==> src/rtl/ogc_pkg.sv <==
// Package: shared constants and the bundle of pin-level inputs that are
// synchronized together before the gating logic sees them.
package ogc_pkg;
    localparam int NUM_OUT = 8;
    localparam int CMD_W   = 2 * NUM_OUT;

    typedef struct packed {
        logic               pwm_b;
        logic               pwm_a;
        logic [NUM_OUT-1:0] ot;
        logic               ov;
        logic               uv;
        logic               vdd_ok;
        logic               en;
    } sup_t;

    localparam int SUP_W = $bits(sup_t);
endpackage

==> src/rtl/ogc_sync.sv <==
// Module: ogc_sync
// Multi-stage flop synchronizer for a bundle of independent asynchronous
// bits. Assumes each bit is a level that may be sampled on its own (no
// multi-bit coherency is needed). Reset value of every stage is zero.
module ogc_sync #(
    parameter int W      = 8,
    parameter int STAGES = 2
) (
    input  logic         clk,
    input  logic         rst_n,
    input  logic [W-1:0] d_i,
    output logic [W-1:0] q_o
);
    logic [W-1:0] stg [STAGES];

    for (genvar s = 0; s < STAGES; s++) begin : g_stage
        if (s == 0) begin : g_first
            // Capture the raw pins in the first stage.
            always_ff @(posedge clk) begin
                if (!rst_n) stg[0] <= '0;
                else        stg[0] <= d_i;
            end
        end else begin : g_rest
            // Pass the value down the chain one stage per edge.
            always_ff @(posedge clk) begin
                if (!rst_n) stg[s] <= '0;
                else        stg[s] <= stg[s-1];
            end
        end
    end

    assign q_o = stg[STAGES-1];
endmodule

==> src/rtl/ogc_por.sv <==
// Module: ogc_por
// Power-on delay timer. While the device sleeps the counter is held at its
// full value. After the wake condition appears it counts down once per
// clock. Busy is high while asleep or while the count is non-zero.
// Assumes POR_CYCLES >= 1.
module ogc_por #(
    parameter int POR_CYCLES = 25000
) (
    input  logic clk,
    input  logic rst_n,
    input  logic sleep_i,
    output logic busy_o
);
    localparam int CW = $clog2(POR_CYCLES + 1);
    localparam logic [CW-1:0] CNT_INIT = CW'(POR_CYCLES);

    logic [CW-1:0] cnt_q;

    // Reload on sleep, otherwise count down to zero and hold.
    always_ff @(posedge clk) begin
        if (!rst_n || sleep_i)   cnt_q <= CNT_INIT;
        else if (cnt_q != '0)    cnt_q <= cnt_q - 1'b1;
    end

    assign busy_o = sleep_i || (cnt_q != '0);

    // any sleep cycle leaves the interface blocked on the next cycle.
    p_sleep_rearms_r5: assert property (@(posedge clk) disable iff (!rst_n)
        sleep_i |=> busy_o);
endmodule

==> src/rtl/ogc_cmd_reg.sv <==
// Module: ogc_cmd_reg
// Command register fed by the serial interface. It loads on a one-cycle
// strobe when the interface is not blocked and clears to the power-on value
// (all zero) whenever the device sleeps. Assumes load_i is a single-cycle
// pulse generated in this clock domain.
module ogc_cmd_reg #(
    parameter int W = 16
) (
    input  logic         clk,
    input  logic         rst_n,
    input  logic         sleep_i,
    input  logic         busy_i,
    input  logic         load_i,
    input  logic [W-1:0] word_i,
    output logic [W-1:0] q_o
);
    // Hold, clear on sleep, or take a new word when allowed.
    always_ff @(posedge clk) begin
        if (!rst_n || sleep_i)      q_o <= '0;
        else if (load_i && !busy_i) q_o <= word_i;
    end

    // sleep returns the register to its power-on value.
    p_sleep_clears_r6: assert property (@(posedge clk) disable iff (!rst_n)
        sleep_i |=> (q_o == '0));

    // a blocked interface cannot change the register while awake.
    p_busy_blocks_r5: assert property (@(posedge clk) disable iff (!rst_n)
        (busy_i && !sleep_i) |=> $stable(q_o));
endmodule

==> src/rtl/ogc_top.sv <==
// Module: ogc_top
// Output gating and protection controller. It synchronizes the pin inputs,
// derives sleep (enable low, supply absent, or undervoltage), runs the
// power-on delay, holds the command register and produces the registered
// drive and detect-current enables. Overvoltage and overtemperature only
// mask the drive, so the commanded state survives them.
// Assumes cmd_load_i/cmd_word_i come from a serial interface in this clock
// domain and that the flag inputs are asynchronous levels.
module ogc_top
    import ogc_pkg::*;
#(
    parameter int POR_CYCLES  = 25000,
    parameter int SYNC_STAGES = 2,
    parameter int PWM_A_IDX   = 4,
    parameter int PWM_B_IDX   = 5
) (
    input  logic               clk,
    input  logic               rst_n,
    input  logic               en_i,
    input  logic               vdd_ok_i,
    input  logic               uv_flag_i,
    input  logic               ov_flag_i,
    input  logic [NUM_OUT-1:0] ot_flag_i,
    input  logic               pwm_a_i,
    input  logic               pwm_b_i,
    input  logic               cmd_load_i,
    input  logic [CMD_W-1:0]   cmd_word_i,
    output logic [NUM_OUT-1:0] drive_o,
    output logic [NUM_OUT-1:0] detect_en_o,
    output logic               spi_busy_o
);
    sup_t               raw_sup;
    sup_t               s_sup;
    logic               sleep;
    logic               busy;
    logic [CMD_W-1:0]   cmd_q;
    logic [NUM_OUT-1:0] want;

    // Bundle the asynchronous pins for the synchronizer.
    always_comb begin
        raw_sup.pwm_b  = pwm_b_i;
        raw_sup.pwm_a  = pwm_a_i;
        raw_sup.ot     = ot_flag_i;
        raw_sup.ov     = ov_flag_i;
        raw_sup.uv     = uv_flag_i;
        raw_sup.vdd_ok = vdd_ok_i;
        raw_sup.en     = en_i;
    end

    ogc_sync #(.W(SUP_W), .STAGES(SYNC_STAGES)) u_sync (
        .clk   (clk),
        .rst_n (rst_n),
        .d_i   (raw_sup),
        .q_o   (s_sup)
    );

    // Sleep: no enable, no logic supply, or undervoltage reset.
    assign sleep = !s_sup.en || !s_sup.vdd_ok || s_sup.uv;

    ogc_por #(.POR_CYCLES(POR_CYCLES)) u_por (
        .clk     (clk),
        .rst_n   (rst_n),
        .sleep_i (sleep),
        .busy_o  (busy)
    );

    ogc_cmd_reg #(.W(CMD_W)) u_cmd (
        .clk     (clk),
        .rst_n   (rst_n),
        .sleep_i (sleep),
        .busy_i  (busy),
        .load_i  (cmd_load_i),
        .word_i  (cmd_word_i),
        .q_o     (cmd_q)
    );

    for (genvar i = 0; i < NUM_OUT; i++) begin : g_ch
        logic direct;
        // Direct input for the two pulse-width channels, zero elsewhere.
        assign direct = (i == PWM_A_IDX) ? s_sup.pwm_a :
                        (i == PWM_B_IDX) ? s_sup.pwm_b : 1'b0;
        // Requested state, masked by sleep, overvoltage and own thermal flag.
        assign want[i] = (cmd_q[i] || direct) && !sleep && !s_sup.ov && !s_sup.ot[i];

        // a hot channel is off on the next edge.
        p_ot_off_r9: assert property (@(posedge clk) disable iff (!rst_n)
            s_sup.ot[i] |=> !drive_o[i]);
    end

    // Register the final drive and detect enables.
    always_ff @(posedge clk) begin
        if (!rst_n) begin
            drive_o     <= '0;
            detect_en_o <= '0;
        end else begin
            drive_o     <= want;
            detect_en_o <= sleep ? '0 : cmd_q[CMD_W-1:NUM_OUT];
        end
    end

    assign spi_busy_o = busy;

    // overvoltage blanks every output one edge later.
    p_ov_all_off_r8: assert property (@(posedge clk) disable iff (!rst_n)
        s_sup.ov |=> (drive_o == '0));

    // undervoltage blanks every output one edge later.
    p_uv_all_off_r7: assert property (@(posedge clk) disable iff (!rst_n)
        s_sup.uv |=> (drive_o == '0));

    // no detect current while asleep.
    p_sleep_no_detect_r6: assert property (@(posedge clk) disable iff (!rst_n)
        sleep |=> (detect_en_o == '0));
endmodule

==> config.mk <==
export PLATFORM = sky130hd
export DESIGN_NAME = ogc_top
export DESIGN_NICKNAME = d
export VERILOG_FILES = /design/src/rtl/ogc_pkg.sv /design/src/rtl/ogc_sync.sv /design/src/rtl/ogc_por.sv /design/src/rtl/ogc_cmd_reg.sv /design/src/rtl/ogc_top.sv
export SDC_FILE = /design/constraint.sdc
export NUM_CORES = 1
export LEC_CHECK = 0
export BUFFER_PORTS_ARGS = -buffer_cell sky130_fd_sc_hd__buf_2
export CAP_MARGIN = 40
export CELL_PAD_IN_SITES_DETAIL_PLACEMENT = 1
export CELL_PAD_IN_SITES_GLOBAL_PLACEMENT = 1
export CORE_MARGIN = 10
export CORE_UTILIZATION = 44
export DETAILED_ROUTE_END_ITERATION = 8
export PLACE_DENSITY = 0.9
export SETUP_SLACK_MARGIN = 0.05
export SYNTH_ARGS = -nofsm -noshare
export SYNTH_HDL_FRONTEND = slang
export SYNTH_SLANG_ARGS = --single-unit
==> constraint.sdc <==
create_clock -name clk -period 3.1 [get_ports clk]
set_input_delay 0.775 -clock clk [delete_from_list [all_inputs] [get_ports clk]]
set_output_delay 0.775 -clock clk [all_outputs]
set_load 0.01 [all_outputs]
==> run summary, run 1 <==
DRC violations left -> 0
Clock Path Buffers -> 2
Mapped Area -> 2610 sq um
hold path startpoint -> u_sync.stg[1][10]
DR pass1 iterations -> 4
outcome -> finished clean
FF-to-FF End -> u_cmd.q_o[7]
clock root buffer -> clkbuf_8
Rel. slew slack -> 60.1%
Seq. cell area -> 1500 sq um
register area share after synthesis -> 57.5%
setup bufs post-CTS -> 0
Slew @ Worst Pin -> 0.597 ns
HP Class -> flop to flop
CP Class -> flop to output pin
Layout Utilization -> 55.4%
Worst-path clk slew -> 0.09 ns
setup TNS -> 0 ns
Worst-Skew Late Latency -> 0.35 ns
Max Fclk -> 347 MHz
max-cap violation count -> 0
WHS Path Cells -> 1
CTS buffer count -> 9
CTS Sinks -> 75
first-pass GRT wire length -> 10.3 mm
largest net degree at the start of global routing -> 36
Multi-input gate area -> 1050 sq um
predominant post-synthesis flop cell -> dfxtp_1
Routed WL -> 5.89 mm
Reg2Reg Setup Slack -> 1.00 ns
Post-synth EDFFs -> 0
CTS tree -> done
clk_skew -> 0.0110 ns
routed vias -> 1959
Die H -> 97.0 um
total track usage -> 13.3%
cell count of the worst reg-to-reg path -> 7
Leak -> 1.27 nW
hold_buf cts -> 0
total grt overflow -> 0
synthesized area per cell -> 10.1 sq um
core area -> 5640 sq um
routed length per instance -> 15.1 um
Worst EP arrival -> 2.11 ns
Worst Path Required -> 2.32 ns
Resized Gates After CTS -> 0
library cells used by synthesis -> 40
post-route ant nets -> 0
Tmin final -> 2.88 ns
dpl ws -> 0.618 ns
initial antenna violation count -> 0
Syn Nets -> 293
vias in the first global route -> 2106
# IOs -> 50
Setup crit start kind -> flop
final setup vio count -> 0
H-tree levels -> 3
post-route setup slack -> 0.220 ns
crit path capture type -> output pin
port bufs -> 49
GP Congestion -> 0.808
FF-to-FF Start -> u_por.cnt_q[0]
unrepaired setup endpoints after global routing -> no
Slew Limit Fails -> 0
worst vdd ir -> 0.335 mV
die area -> 9420 sq um
Ys Warns -> 0
Via density -> 5.01
fin nets -> 348
Layout area overhead -> 19.6%
crit-path max FO -> 11
fill count -> 651
drt initial violations -> 64
post-DP HPWL -> 4.23 mm
Mapped Cells -> 259
share of cells above drive strength 1 -> 24.8%
Hold Crit Endpoint -> drive_o[6]
Final Cycle Share -> 92.9%
row cnt -> 27
Async SR Flop Fraction -> 0%
Hold Vio Cnt, Final -> 0
flops & latches, synth -> 75
Cell Pwr Density -> 540 nW/um^2
# diodes -> 0
initial core utilization -> 46.3%
Die Span X -> 97.0 um
-- metrics by stage --
stage	std cells	instance area (sq um)	hold slack, ns	power, mW
6_report	391	3120	0.393	1.69
5_1_grt	391	3120	0.411	1.77
4_1_cts	391	3120	0.398	1.71
3_5_place_dp	375	2950	0.396	1.05
3_3_place_gp	375	2950	0.377	1.04
2_1_floorplan	259	2610	0.373	1.02
-- area by class of cell --
type | instances | area share, %
clock buffers | 9 | 3.97
clock inverters | 7 | 1.64
inverters | 5 | 0.601
multi-input cells | 168 | 33.5
flip-flops and latches | 75 | 48.1
well taps | 72 | 2.88
repair buffers | 55 | 9.29
-- worst max-delay path by stage --
stage,start,end,slack (ns),cells past startpoint
finish,u_por.cnt_q[0],spi_busy_o,0.22,7
global route,u_por.cnt_q[0],spi_busy_o,0.08,7
CTS,u_por.cnt_q[0],spi_busy_o,0.20,7
detailed placement,u_por.cnt_q[0],spi_busy_o,0.62,7
global placement,u_por.cnt_q[0],spi_busy_o,0.73,7
floorplan,u_por.cnt_q[0],spi_busy_o,0.89,6
-- layout by cell type (no fill, tap or decap), types with 2 or more instances in the layout --
cell	Yosys	layout
dfxtp_1	75	75
buf_2	2	49
and2_1	38	38
nand2_1	28	28
nor2_1	12	12
o21ai_0	11	11
o31ai_1	10	10
a21oi_1	9	9
mux2i_1	9	9
clkbuf_8	0	9
nor3b_1	6	6
buf_4	0	6
inv_1	5	5
nor3_1	5	5
and3_1	4	4
nand3_1	4	4
or3_1	4	4
nand2b_1	3	3
a21o_1	2	2
a31oi_1	2	2
clkinvlp_4	0	2
inv_6	0	2
clkinv_2	0	2
-- registers in the layout, indices dropped and copies added, names as in the netlist --
| register | flops |
|---|---|
| detect_en_o | 8 |
| drive_o | 8 |
| u_cmd.q_o | 16 |
| u_por.cnt_q | 15 |
| u_sync.stg | 28 |
-- cell usage after synthesis (all sizes together), types with 2 or more instances --
library cell,n,share of area [%]
dfxtp,75,57
and2,38,9.1
nand2,28,4.0
nor2,13,2.2
o21ai,11,2.1
o31ai,10,2.9
a21oi,9,1.7
clkbuf,9,1.3
mux2i,9,3.5
nor3b,7,2.2
inv,5,0.72
nor3,5,0.96
or3,5,1.2
and3,4,0.96
nand3,4,0.77
nand2b,3,0.72
nor4,3,1.5
a21o,2,0.57
a31oi,2,0.48
buf,2,0.38
nand3b,2,0.72
nand4,2,0.72
-- cells by family (layout without fill, tap and decap cells) --
| kind of cell | after synthesis | count (layout) | share of synthesized area, % |
|---|---|---|---|
| AO/OA/AOI/OAI | 39 | 39 | 9.30 |
| XOR/XNOR | 1 | 1 | 0.335 |
| adder cells (fa/ha/maj) | 1 | 1 | 0.479 |
| buffers and inverters | 16 | 76 | 2.40 |
| flip-flops | 75 | 75 | 57.5 |
| multiplexers | 9 | 9 | 3.45 |
| AND/OR/NAND/NOR | 118 | 118 | 26.5 |
-- power breakdown --
group / internal, mW / switching [mW]
Combinational: 0.0239 / 0.0157
Clock: 0.294 / 0.370
Sequential: 0.980 / 0.00432
-- critical path: stages, from the launching register on --
cell and delay (ns):
dfxtp_1 0.36, inv_1 0.07, ha_1 0.19, nor3b_2 0.48, nand4_1 0.16, buf_4 0.21
nand2b_1 0.15, buf_2 0.14
-- per-layer routing --
layer / GRT usage, % / vias to the layer above / wire (um)
li1: - / 996 / -
met1: 14.4 / 899 / 2540
met2: 21.5 / 49 / 2800
met3: 4.76 / 15 / 359
met4: 8.23 / 0 / 196
met5: 0 / - / 0
Note: power is estimated with default switching activity, not from simulation.
==> run 2, diff against run 1 <==
CORE_UTILIZATION = 46   (was 44)
PLACE_DENSITY = 0.92   (was 0.9)
SYNTH_HIERARCHICAL = 1   (was unset)
==> run summary, run 2 <==
Hold Vio Cnt, Final -> 0
Worst EP arrival -> 2.05 ns
GP Congestion -> 0.871
core area -> 5920 sq um
Routed WL -> 6.54 mm
worst vdd ir -> 0.277 mV
routed vias -> 2062
crit path cell chain -> inv_1, ha_1, nor2b_1, nand3_1, or4_1, buf_2
Die Span X -> 98.1 um
Mapped Area -> 2810 sq um
unrepaired setup endpoints after global routing -> no
Mapped Cells -> 266
most common cell in the synthesized netlist -> dfxtp_1
post-DP HPWL -> 4.68 mm
max reg flops -> 28
clk_skew -> 0.0152 ns
# IOs -> 50
fin nets -> 348
Worst-Skew Late Latency -> 0.34 ns
initial core utilization -> 47.4%
CP top delay family -> simple AND/OR/NAND/NOR gates
library cells used by synthesis -> 50
Clock Path Buffers -> 2
Ys Warns -> 6
Hold Crit Endpoint -> drive_o[2]
max-cap violation count -> 0
fill count -> 681
top cell type's share of synthesized area -> 53.5%
post-route ant nets -> 0
crit-path max FO -> 4
Total Power -> 1.79 mW
synthesized area per cell -> 10.6 sq um
slowest cell on the critical path -> or4_1
setup TNS -> 0 ns
Slew @ Worst Pin -> 0.861 ns
predominant post-synthesis flop cell -> dfxtp_1
Max Fclk -> 354 MHz
H-tree levels -> 3
Rel. slew slack -> 42.6%
drt initial violations -> 96
hold_buf cts -> 0
share of cells above drive strength 1 -> 38.6%
DRC violations left -> 0
# diodes -> 0
outcome -> finished clean
CTS Sinks -> 75
HP Class -> flop to flop
Cell Pwr Density -> 549 nW/um^2
Via density -> 5.23
Seq. cell area -> 1500 sq um
Post-synth EDFFs -> 0
placed cell area -> 3050 sq um
Die H -> 98.1 um
Biggest register -> u_sync/stg
total grt overflow -> 0
vias in the first global route -> 2255
worst hold slack -> 0.414 ns
Top Registers -> u_sync/stg: 28 flops, u_cmd/q_o: 16 flops, u_por/cnt_q: 15 flops
die area -> 9630 sq um
Layout area overhead -> 15.9%
flops & latches, synth -> 75
clock root buffer -> clkbuf_8
initial antenna violation count -> 0
FF-to-FF End -> u_cmd/q_o[0]
CTS buffer count -> 9
total track usage -> 13.9%
most frequent cells in the layout -> dfxtp_1 (75), buf_2 (49), nand2_1 (27)
hold path startpoint -> u_sync/stg[1][6]
WHS Path Cells -> 1
Syn Nets -> 300
Buf+Inv Stages, Crit Path -> 2
Yosys top cell by area -> dfxtp_1
final setup vio count -> 0
row cnt -> 28
largest net degree at the start of global routing -> 34
Worst-path clk slew -> 0.09 ns
setup bufs post-CTS -> 0
CP Class -> flop to output pin
Slew Limit Fails -> 0
top cells by count, synth -> dfxtp_1 (75), nand2_1 (27), and2_2 (22)
Synth area leaders -> dfxtp_1 (53%), and2_2 (5.9%), nand2_1 (3.6%)
Multi-input gate area -> 1190 sq um
register area share after synthesis -> 53.5%
FF-to-FF Start -> u_por/cnt_q[0]
crit path capture type -> output pin
CTS tree -> done
Worst Path Required -> 2.32 ns
DR pass1 iterations -> 4
Resized Gates After CTS -> 0
routed length per instance -> 16.6 um
Leak -> 1.30 nW
port bufs -> 49
Design Area, Final -> 3250 sq um
Setup crit start kind -> flop
first-pass GRT wire length -> 10.9 mm
most common cell after layout, fill and taps aside -> dfxtp_1
cell count of the worst reg-to-reg path -> 8
Final Cycle Share -> 91.2%
Worst path max stage delay -> 0.44 ns
Reg2Reg Setup Slack -> 0.65 ns
Async SR Flop Fraction -> 0%
Tmin final -> 2.83 ns
## run 2: cell types whose count changed in the layout (fill, tap and decap cells not counted), sizes merged, moves of 5 or more
cell,previous run,this run
o31ai,10,2
nor3b,7,0
nor4b,0,6
mux2i,9,0
a21oi,9,22
o21ai,11,6
buf,55,50
nand2,28,37
## run 2: cells by family (layout without fill, tap and decap cells)
logic type	Yosys count	in the layout	share of synthesized area (%)
AOI/OAI and AO/OA	43	43	10.7
xor gates and xnor gates	1	1	0.312
adders and majority gates	1	1	0.446
buffers and inverters	16	69	3.97
DFF	75	75	53.5
and+or+nand+nor	130	130	31.1
## run 2: how the worst max path moves through the flow
stage,depth (start not counted),slack (ns),start,endpoint
floorplan,2,0.84,u_por/cnt_q[3],spi_busy_o
global placement,3,0.71,u_por/cnt_q[3],spi_busy_o
detailed placement,3,0.68,u_por/cnt_q[3],spi_busy_o
CTS,6,0.27,u_por/cnt_q[0],spi_busy_o
global route,6,0.18,u_por/cnt_q[0],spi_busy_o
finish,6,0.27,u_por/cnt_q[0],spi_busy_o
## run 2: cell type report
type | instances | share of cell area [%]
Sequential cell | 75 | 46.2
Clock buffer | 10 | 3.92
Clock inverter | 6 | 2.19
Inverter | 3 | 0.346
Multi-Input combinational cell | 175 | 36.7
Tap cell | 75 | 2.88
Timing Repair Buffer | 50 | 7.77
## run 2: power breakdown
part	leakage, nW	switching [mW]	internal [mW]
Clock	0.0935	0.370	0.379
Sequential	0.610	0.00840	0.980
Combinational	0.601	0.0200	0.0277
## run 2: routing by layer
layer | wire length [um] | vias up | global-route usage, %
met4 | 63 | 0 | 5.37
met1 | 2670 | 978 | 15.1
met2 | 3420 | 68 | 24.8
met5 | 0 | - | 0
met3 | 393 | 6 | 4.02
li1 | - | 1010 | -
## run 2: per-stage QoR
| stage | worst slack (ns) | util, % | instances |
|---|---|---|---|
| final | 0.273 | 54.9 | 394 |
| after floorplan | 0.836 | - | 266 |
| after global placement | 0.707 | 51.6 | 378 |
| after CTS | 0.273 | 54.9 | 394 |
| after global routing | 0.176 | 54.9 | 394 |
| after detailed placement | 0.681 | 51.6 | 378 |
==> run 3, diff against run 2 <==
MAX_ROUTING_LAYER = met4   (was unset)
SLEW_MARGIN = 0   (was unset)
==> run summary, run 3 (synthesis gave the netlist of run 2 again) <==
dpl ws -> 0.632 ns
final setup vio count -> 0
setup TNS -> 0 ns
Cell Pwr Density -> 526 nW/um^2
largest net degree at the start of global routing -> 29
Max Fclk -> 354 MHz
Worst Path Required -> 2.32 ns
Rel. slew slack -> 43.8%
drt initial violations -> 83
Worst-Skew Late Latency -> 0.35 ns
fin nets -> 349
total grt overflow -> 0
CTS tree -> done
routed length per instance -> 16.7 um
Layout area overhead -> 15.3%
Die H -> 98.1 um
initial core utilization -> 47.4%
Top Registers -> u_sync/stg: 28 flops, u_cmd/q_o: 16 flops, u_por/cnt_q: 15 flops
unrepaired setup endpoints after global routing -> no
Buf+Inv Stages, Crit Path -> 1
Slew @ Worst Pin -> 0.843 ns
CTS Sinks -> 75
DR pass1 iterations -> 4
crit path capture type -> output pin
clock root buffer -> clkbuf_8
vias in the first global route -> 2220
CP Class -> flop to output pin
Setup crit start kind -> flop
first-pass GRT wire length -> 11.0 mm
DRC violations left -> 0
post-DP HPWL -> 4.75 mm
routed vias -> 2063
most common cell after layout, fill and taps aside -> dfxtp_1
post-route ant nets -> 0
Resized Gates After CTS -> 0
slowest cell on the critical path -> or4_4
initial antenna violation count -> 0
Clock Path Buffers -> 2
Worst path max stage delay -> 0.62 ns
Worst-path clk slew -> 0.08 ns
post-route setup slack -> 0.275 ns
Leak -> 1.31 nW
worst vdd ir -> 0.408 mV
Via density -> 5.22
hold_buf cts -> 0
Hold Vio Cnt, Final -> 0
share of cells above drive strength 1 -> 38.8%
outcome -> finished clean
worst hold slack -> 0.412 ns
die area -> 9630 sq um
max reg flops -> 28
# diodes -> 0
crit-path max FO -> 8
Tmin final -> 2.82 ns
max-cap violation count -> 0
crit path cell chain -> or4_4, or4_1, buf_2
row cnt -> 28
port bufs -> 49
Final Cycle Share -> 91.1%
GP Congestion -> 0.923
clk_skew -> 0.0131 ns
total track usage -> 14.4%
most frequent cells in the layout -> dfxtp_1 (75), buf_2 (49), nand2_1 (27)
Routed WL -> 6.58 mm
Biggest register -> u_sync/stg
CTS buffer count -> 9
Die Span X -> 98.1 um
CP top delay family -> simple AND/OR/NAND/NOR gates
# IOs -> 50
H-tree levels -> 3
fill count -> 673
setup bufs post-CTS -> 0
core area -> 5920 sq um
Slew Limit Fails -> 0
Worst EP arrival -> 2.05 ns
HP Class -> flop to flop
## run 3: changes by cell type in the layout (fill, tap and decap cells not counted)
cell	change
clkinv_4	+2
clkinvlp_4	-2
buf_4	+1
bufinv_16	-1
clkinv_2	+1
## run 3: final cells by class
type                            instances  area (sq um)  share of cell area (%)
Sequential cell                        75          1500                    46.4
Multi-Input combinational cell        175          1190                    36.9
Timing Repair Buffer                   51           260                    8.04
Clock buffer                           10           128                    3.94
Tap cell                               75          93.8                    2.90
Clock inverter                          6          48.8                    1.51
Inverter                                3          11.3                   0.348
## run 3: path summary, 6_finish.rpt
path,start,endpoint,slack [ns],cells after the start
min,u_sync/stg[1][6],drive_o[2],0.41,1
max reg2reg,u_por/cnt_q[3],u_cmd/q_o[1],0.65,5
min reg2reg,u_sync/stg[1][6],drive_o[2],0.41,1
max,u_por/cnt_q[3],spi_busy_o,0.28,3
## run 3: report_power, final
part	internal [mW]	switching [mW]	total (mW)	leakage, nW
Sequential	0.980	0.00853	0.988	0.610
Clock	0.299	0.370	0.669	0.0912
Combinational	0.0284	0.0192	0.0476	0.606
Total	1.31	0.397	1.70	1.31
## run 3: metal layers
| metal | routed length [um] | up-vias | global-route usage, % |
|---|---|---|---|
| met5 | 0 | - | - |
| met4 | 138 | 0 | 5.82 |
| met3 | 314 | 12 | 5.07 |
| met2 | 3380 | 45 | 24.2 |
| met1 | 2750 | 994 | 15.2 |
| li1 | - | 1012 | - |
## run 3: stage by stage
step | instances | power [mW] | cell area [sq um] | utilization [%]
after floorplan | 266 | 1.03 | 2810 | -
after global placement | 379 | 1.06 | 3060 | 51.7
after detailed placement | 379 | 1.06 | 3060 | 51.7
after CTS | 395 | 1.73 | 3240 | 54.7
after global routing | 395 | 1.79 | 3240 | 54.7
final | 395 | 1.70 | 3240 | 54.7
